**src/rtl/evc_pkg.sv**
```systemverilog
package evc_pkg;

  typedef enum logic [1:0] {
    SEL_RELOAD = 2'd0,
    SEL_MODE   = 2'd1,
    SEL_DIR    = 2'd2,
    SEL_NONE   = 2'd3
  } evc_sel_e;

  // mode register bit positions
  localparam int MODE_POL   = 0;
  localparam int MODE_SRC   = 1;
  localparam int MODE_PULSE = 2;
  localparam int MODE_RUN   = 3;

  typedef struct packed {
    logic run;
    logic pulse_en;
    logic dir_from_pin;
    logic pol_rise;
  } evc_cfg_t;

endpackage

```
**src/rtl/evc_sync_edge.sv**
```systemverilog
module evc_sync_edge #(
  parameter int STAGES = 2
) (
  input  logic clk,
  input  logic rst_n,
  input  logic evt_in,
  input  logic dir_in,
  input  logic pol_rise,
  output logic edge_hit,
  output logic dir_sync
);
  logic [STAGES-1:0] evt_sh;
  logic [STAGES-1:0] dir_sh;
  logic              evt_prev;
  logic              evt_s;

  genvar g;
  generate
    for (g = 0; g < STAGES; g++) begin : g_stage
      if (g == 0) begin : g_first
        always_ff @(posedge clk or negedge rst_n) begin
          if (!rst_n) begin
            evt_sh[0] <= 1'b0;
            dir_sh[0] <= 1'b0;
          end else begin
            evt_sh[0] <= evt_in;
            dir_sh[0] <= dir_in;
          end
        end
      end else begin : g_next
        always_ff @(posedge clk or negedge rst_n) begin
          if (!rst_n) begin
            evt_sh[g] <= 1'b0;
            dir_sh[g] <= 1'b0;
          end else begin
            evt_sh[g] <= evt_sh[g-1];
            dir_sh[g] <= dir_sh[g-1];
          end
        end
      end
    end
  endgenerate

  assign evt_s    = evt_sh[STAGES-1];
  assign dir_sync = dir_sh[STAGES-1];

  always_ff @(posedge clk or negedge rst_n) begin
    if (!rst_n) evt_prev <= 1'b0;
    else        evt_prev <= evt_s;
  end

  always_comb begin
    if (pol_rise) edge_hit = evt_s & ~evt_prev;
    else          edge_hit = ~evt_s & evt_prev;
  end


  edge_single_chk: assert property (@(posedge clk) disable iff (!rst_n)
    edge_hit |-> (evt_s != evt_prev));
endmodule

```
**src/rtl/evc_regs.sv**
```systemverilog
module evc_regs
  import evc_pkg::*;
#(
  parameter int W = 16
) (
  input  logic         clk,
  input  logic         rst_n,
  input  logic         wr_en,
  input  logic [1:0]   wr_sel,
  input  logic [W-1:0] wr_data,
  output evc_cfg_t     cfg,
  output logic [W-1:0] reload,
  output logic         sw_up,
  output logic         start
);
  logic sel_reload, sel_mode, sel_dir;

  assign sel_reload = wr_en && (evc_sel_e'(wr_sel) == SEL_RELOAD);
  assign sel_mode   = wr_en && (evc_sel_e'(wr_sel) == SEL_MODE);
  assign sel_dir    = wr_en && (evc_sel_e'(wr_sel) == SEL_DIR);

  // run rising from a stopped state loads the counter
  assign start = sel_mode && wr_data[MODE_RUN] && !cfg.run;

  always_ff @(posedge clk or negedge rst_n) begin
    if (!rst_n) begin
      cfg    <= '0;
      reload <= '0;
      sw_up  <= 1'b0;
    end else begin
      if (sel_reload) reload <= wr_data;
      if (sel_mode) begin
        cfg.pol_rise     <= wr_data[MODE_POL];
        cfg.dir_from_pin <= wr_data[MODE_SRC];
        cfg.pulse_en     <= wr_data[MODE_PULSE];
        cfg.run          <= wr_data[MODE_RUN];
      end
      if (sel_dir) sw_up <= wr_data[0];
    end
  end


  none_write_chk: assert property (@(posedge clk) disable iff (!rst_n)
    (wr_en && wr_sel == 2'd3) |=> ($stable(cfg) && $stable(reload) && $stable(sw_up)));
endmodule

```
**src/rtl/evc_core.sv**
```systemverilog
module evc_core #(
  parameter int W = 16
) (
  input  logic         clk,
  input  logic         rst_n,
  input  logic         start,
  input  logic         run,
  input  logic         count_hit,
  input  logic         up,
  input  logic         pulse_en,
  input  logic [W-1:0] reload,
  output logic         irq,
  output logic         pulse_out
);
  localparam logic [W-1:0] MAXV = {W{1'b1}};

  logic [W-1:0] cnt;
  logic [W:0]   nxt;
  logic         step_en;
  logic         wrap_evt;

  // one step: msb flags a wrap, low bits carry the next count
  function automatic logic [W:0] step_fn(input logic [W-1:0] c,
                                         input logic         go_up,
                                         input logic [W-1:0] n);
    if (go_up) return (c == MAXV)  ? {1'b1, n} : {1'b0, c + 1'b1};
    else       return (c == '0)    ? {1'b1, n} : {1'b0, c - 1'b1};
  endfunction

  assign nxt      = step_fn(cnt, up, reload);
  assign step_en  = run && count_hit && !start;
  assign wrap_evt = step_en && nxt[W];

  always_ff @(posedge clk or negedge rst_n) begin
    if (!rst_n) begin
      cnt       <= '0;
      irq       <= 1'b0;
      pulse_out <= 1'b0;
    end else begin
      if (start)        cnt <= reload;
      else if (step_en) cnt <= nxt[W-1:0];
      irq       <= wrap_evt;
      pulse_out <= pulse_en ? (pulse_out ^ wrap_evt) : 1'b0;
    end
  end


  down_wrap_chk: assert property (@(posedge clk) disable iff (!rst_n)
    (run && count_hit && !start && !up && cnt == '0) |=> (irq && cnt == $past(reload)));

  up_wrap_chk: assert property (@(posedge clk) disable iff (!rst_n)
    (run && count_hit && !start && up && cnt == MAXV) |=> (irq && cnt == $past(reload)));

  irq_cause_chk: assert property (@(posedge clk) disable iff (!rst_n)
    irq |-> $past(run && count_hit));

  pulse_off_chk: assert property (@(posedge clk) disable iff (!rst_n)
    $past(!pulse_en) |-> !pulse_out);

  pulse_tog_chk: assert property (@(posedge clk) disable iff (!rst_n)
    $past(pulse_en) |-> ((pulse_out != $past(pulse_out)) == irq));

  start_load_chk: assert property (@(posedge clk) disable iff (!rst_n)
    start |=> (cnt == $past(reload)));

  stopped_hold_chk: assert property (@(posedge clk) disable iff (!rst_n)
    (!run && !start) |=> ($stable(cnt) && !irq));
endmodule

```
**src/rtl/evt_divider.sv**
```systemverilog
module evt_divider
  import evc_pkg::*;
#(
  parameter int W           = 16,
  parameter int SYNC_STAGES = 2
) (
  input  logic         clk,
  input  logic         rst_n,
  input  logic         wr_en,
  input  logic [1:0]   wr_sel,
  input  logic [W-1:0] wr_data,
  input  logic         evt_in,
  input  logic         dir_in,
  output logic         irq,
  output logic         pulse_out
);
  evc_cfg_t     cfg;
  logic [W-1:0] reload;
  logic         sw_up, start, edge_hit, dir_sync, up;

  evc_regs #(.W(W)) u_regs (
    .clk(clk), .rst_n(rst_n), .wr_en(wr_en), .wr_sel(wr_sel), .wr_data(wr_data),
    .cfg(cfg), .reload(reload), .sw_up(sw_up), .start(start)
  );

  evc_sync_edge #(.STAGES(SYNC_STAGES)) u_sync (
    .clk(clk), .rst_n(rst_n), .evt_in(evt_in), .dir_in(dir_in),
    .pol_rise(cfg.pol_rise), .edge_hit(edge_hit), .dir_sync(dir_sync)
  );

  // direction source select
  assign up = cfg.dir_from_pin ? dir_sync : sw_up;

  evc_core #(.W(W)) u_core (
    .clk(clk), .rst_n(rst_n), .start(start), .run(cfg.run), .count_hit(edge_hit),
    .up(up), .pulse_en(cfg.pulse_en), .reload(reload), .irq(irq), .pulse_out(pulse_out)
  );
endmodule

```
**config.mk**
```make
export PLATFORM = sky130hd
export DESIGN_NAME = evt_divider
export DESIGN_NICKNAME = d
export VERILOG_FILES = /design/src/rtl/evc_pkg.sv /design/src/rtl/evc_sync_edge.sv /design/src/rtl/evc_regs.sv /design/src/rtl/evc_core.sv /design/src/rtl/evt_divider.sv
export SDC_FILE = /design/constraint.sdc
export NUM_CORES = 1
export LEC_CHECK = 0
export ABC_AREA = 1
export BUFFER_PORTS_ARGS = -buffer_cell sky130_fd_sc_hd__buf_2
export CORE_AREA = 2 2 75 77
export DETAILED_ROUTE_END_ITERATION = 6
export DIE_AREA = 0 0 77 79
export GPL_TIMING_DRIVEN = 0
export HOLD_SLACK_MARGIN = 0.12
export PLACE_DENSITY = 0.79
export SYNTH_ARGS = -nofsm -noshare
export SYNTH_HDL_FRONTEND = slang
export SYNTH_HIERARCHICAL = 1
export SYNTH_SLANG_ARGS = --single-unit
export TNS_END_PERCENT = 50
```
**constraint.sdc**
```tcl
create_clock -name clk -period 1.7 [get_ports clk]
set_input_delay 0.17 -clock clk [delete_from_list [all_inputs] [get_ports clk]]
set_output_delay 0.17 -clock clk [all_outputs]
set_load 0.05 [all_outputs]
```
==> impl_metrics.toml <==
[run_status]
status = "complete, but fails checks"
violations = "setup timing"

[final_layout]
fillerInstances = 425
antenna_cells = 0
drive_above_1_share_pct = 22.6
area_growth_syn_to_layout_pct = 29.5
stdcell_area_um2 = 4030
multi_input_area_um2 = 1910
reg_top3 = "u_core/cnt (16), u_regs/reload (16), u_regs/cfg (4)"
nets = 573
utilization_pct = 75.4
area.sequential_um2 = 1110

[critical_path]
start_kind = "flip-flop"
slowest_stage = "dfrtp_2"
crit_chain = "ha_4, nand3_4, nor3_4, nand3_4, nand2_8, nand2_4, o21bai_1, inv_1, nand2_1"
cp_common_cell = "nand3_4"
path_class = "flip-flop to flip-flop"
arrival_ps = 1970
path_buf_inv = 1
crit_fanout = 5
endpoint_kind = "flip-flop"
worstPathRequired_ps = 1950
cp_top_family = "simple AND/OR/NAND/NOR gates"
critPathMaxStageDelay_ps = 430

[sta]
fin_crit_sh_pct = 102
min_period_ps = 1730
rsz0062_at_grt = "yes"
hold_viol_final = 0
drv_slew = 0
skew_ps = 6.38
tightest_slew_ps = 972
setup_viol = 1
timing.fmax_mhz = 579
slew_headroom_pct = 35.2
fin_ws_ps = -26.3

[route]
via_per_inst = 5.54
dr.pass1.iters = 5
vias = 3435
first_iter_violations = 276
drc = 0
ant_nets = 0
wl_per_cell_um = 14.9
routed_wl_um = 9210

[floorplan]
start_util_pct = 58.3
row_count = 27
io_pins = 25
die_area_um2 = 6080
core_area_um2 = 5340
fp.dieW_um = 77
dieHeight_um = 79

[yosys]
synth_edf_count = 0
synth_nets = 508
netlist_instances = 482
ys_types = 28
avgSynthCellArea_um2 = 6.45
async_reset_ff_share_pct = 100
ys_ff_latch = 44
yosys.area.top_type_share_pct = 35.4
synthFlopType = "dfrtp_1"
yosys_warnings = 6
synth_area_leaders = "dfrtp_1, nand2_1, nand3_1"
synthTopCellsByCount = "nand2_1, inv_1, nand3_1"
synth_largest_area_cell = "dfrtp_1"
yosysMostFrequentCell = "nand2_1"
syn_area_um2 = 3110
ys_seq_area_share_pct = 35.4

[global_route]
globalRouteOverflowTotal = 0
grt_usage_pct = 30.9
grt_start_max_net_pins = 45
grt_pass1_wl_um = 14700
grt_pass1_vias = 3181
grt_antenna_before_repair = 0

[clock_network]
clockBufferDepth = 2
cts_tree = "built"
htree_levels = 2
clock-sinks = 44
cts_buffers = 5
clk_root_buffer_cell = "clkbuf_8"
clk_latency_ps = 300
clkTransAtPathRegs_ps = 90

[flow_run]
maxCapViolations = 0

[placement]
pre_cts_slack_ps = -557
place_area_um2 = 3310
place_congestion = 0.976
port_buffers = 23
place_hpwl_um = 6150

[pwr]
peakVddDrop_uv = 715
leakage_nw = 2.02
power.density_nw_per_um2 = 1440

[hold_path]
hp-class = "input pin to flip-flop"
-- cell type report --
class / count / share of cell area, %
multi-input cells: 356 / 47.3
flip-flops and latches: 44 / 27.6
repair buffers: 58 / 10.7
inverters: 66 / 6.28
plain buffers: 16 / 3.02
well taps: 72 / 2.24
clock buffers: 5 / 1.71
clock inverters: 3 / 1.15
-- cells in the final DEF, fill, tap and decap left out, types with 2 or more instances in the layout --
cell type and n:
a21oi_1 2, buf_2 26, buf_4 21, buf_6 4
clkbuf_4 4, clkbuf_8 5, clkinvlp_4 2, dfrtp_1 37
dfrtp_2 7, dlygate4sd3_1 16, ha_4 2, inv_1 61
inv_2 3, nand2_1 164, nand2_2 9, nand2_4 5
nand3_1 58, nand3_4 3, nand4_1 9, nor2_1 28
nor2_2 9, nor2_4 15, o211ai_1 2, o21ai_0 11
o21ai_1 5, o21bai_1 4, o22ai_1 11, xor2_1 13
-- routing by layer --
| layer | part of all wire, % | global-route usage, % | up-vias |
|---|---|---|---|
| met5 | 0 | 0 | - |
| met4 | 3.4 | 14.5 | 0 |
| met3 | 7.4 | 4.89 | 39 |
| met2 | 48 | 53.1 | 177 |
| met1 | 41 | 38.4 | 1578 |
| li1 | - | - | 1641 |
-- metrics by stage --
stage / cells / hold slack (ps) / TNS (ps) / total power, mW
CTS: 609 / 125 / -46.7 / 5.13
detailed placement: 577 / 280 / -7220 / 4.07
floorplan: 482 / -126 / 0 / 3.47
finish: 620 / 137 / -26.3 / 5.79
global placement: 577 / 279 / -6040 / 4.01
global route: 620 / 146 / -429 / 6.24
-- worst register-to-register path: stages, from the launching register on --
cell	delay [ps]
dfrtp_2	430
ha_4	180
nand3_4	100
nor3_4	250
nand3_4	150
nand2_8	120
nand2_4	80
o21bai_1	200
inv_1	90
nand2_1	70
-- cell families (layout without fill, tap and decap cells) --
logic type      after synthesis  after routing  share of synthesized area, %
buf+inv                      82            148                          11.1
compound gates               36             36                          6.84
flops                        44             44                          35.4
simple gates                304            304                          41.8
fa+ha+maj                     3              3                          1.21
xor+xnor                     13             13                          3.66
-- where the power goes --
group | internal (mW) | total [mW] | switching [mW]
Clock | 0.443 | 0.833 | 0.390
Sequential | 1.33 | 1.67 | 0.337
Combinational | 1.26 | 3.29 | 2.03
Total | 3.03 | 5.79 | 2.76
-- path summary, 6_finish.rpt --
kind                                             from                      endpoint  slack, ps  cells after the start
min in group asynchronous                       rst_n     u_core/cnt[5]$_DFFE_PN0P_        550                      2
max reg2reg                 u_core/cnt[0]$_DFFE_PN0P_    u_core/cnt[11]$_DFFE_PN0P_        -30                      9
min reg2reg                u_sync/dir_sh[0]$_DFF_PN0_     u_sync/dir_sync$_DFF_PN0_        360                      0
max                         u_core/cnt[0]$_DFFE_PN0P_    u_core/cnt[11]$_DFFE_PN0P_        -30                      9
max in group asynchronous                       rst_n     u_core/cnt[9]$_DFFE_PN0P_        470                      2
min                                        wr_data[3]  u_regs/reload[3]$_DFFE_PN0P_        140                      3
-- repair_timing --
item                       in CTS  in global routing
resized for setup              17                 75
gates cloned                    0                  0
hold buffers                   16                  0
buffers inserted                8                 11
pin swaps                       3                 19
setup endpoints to repair      18                 17
hold endpoints to repair       59                  0
Note: power is estimated with default switching activity, not from simulation.
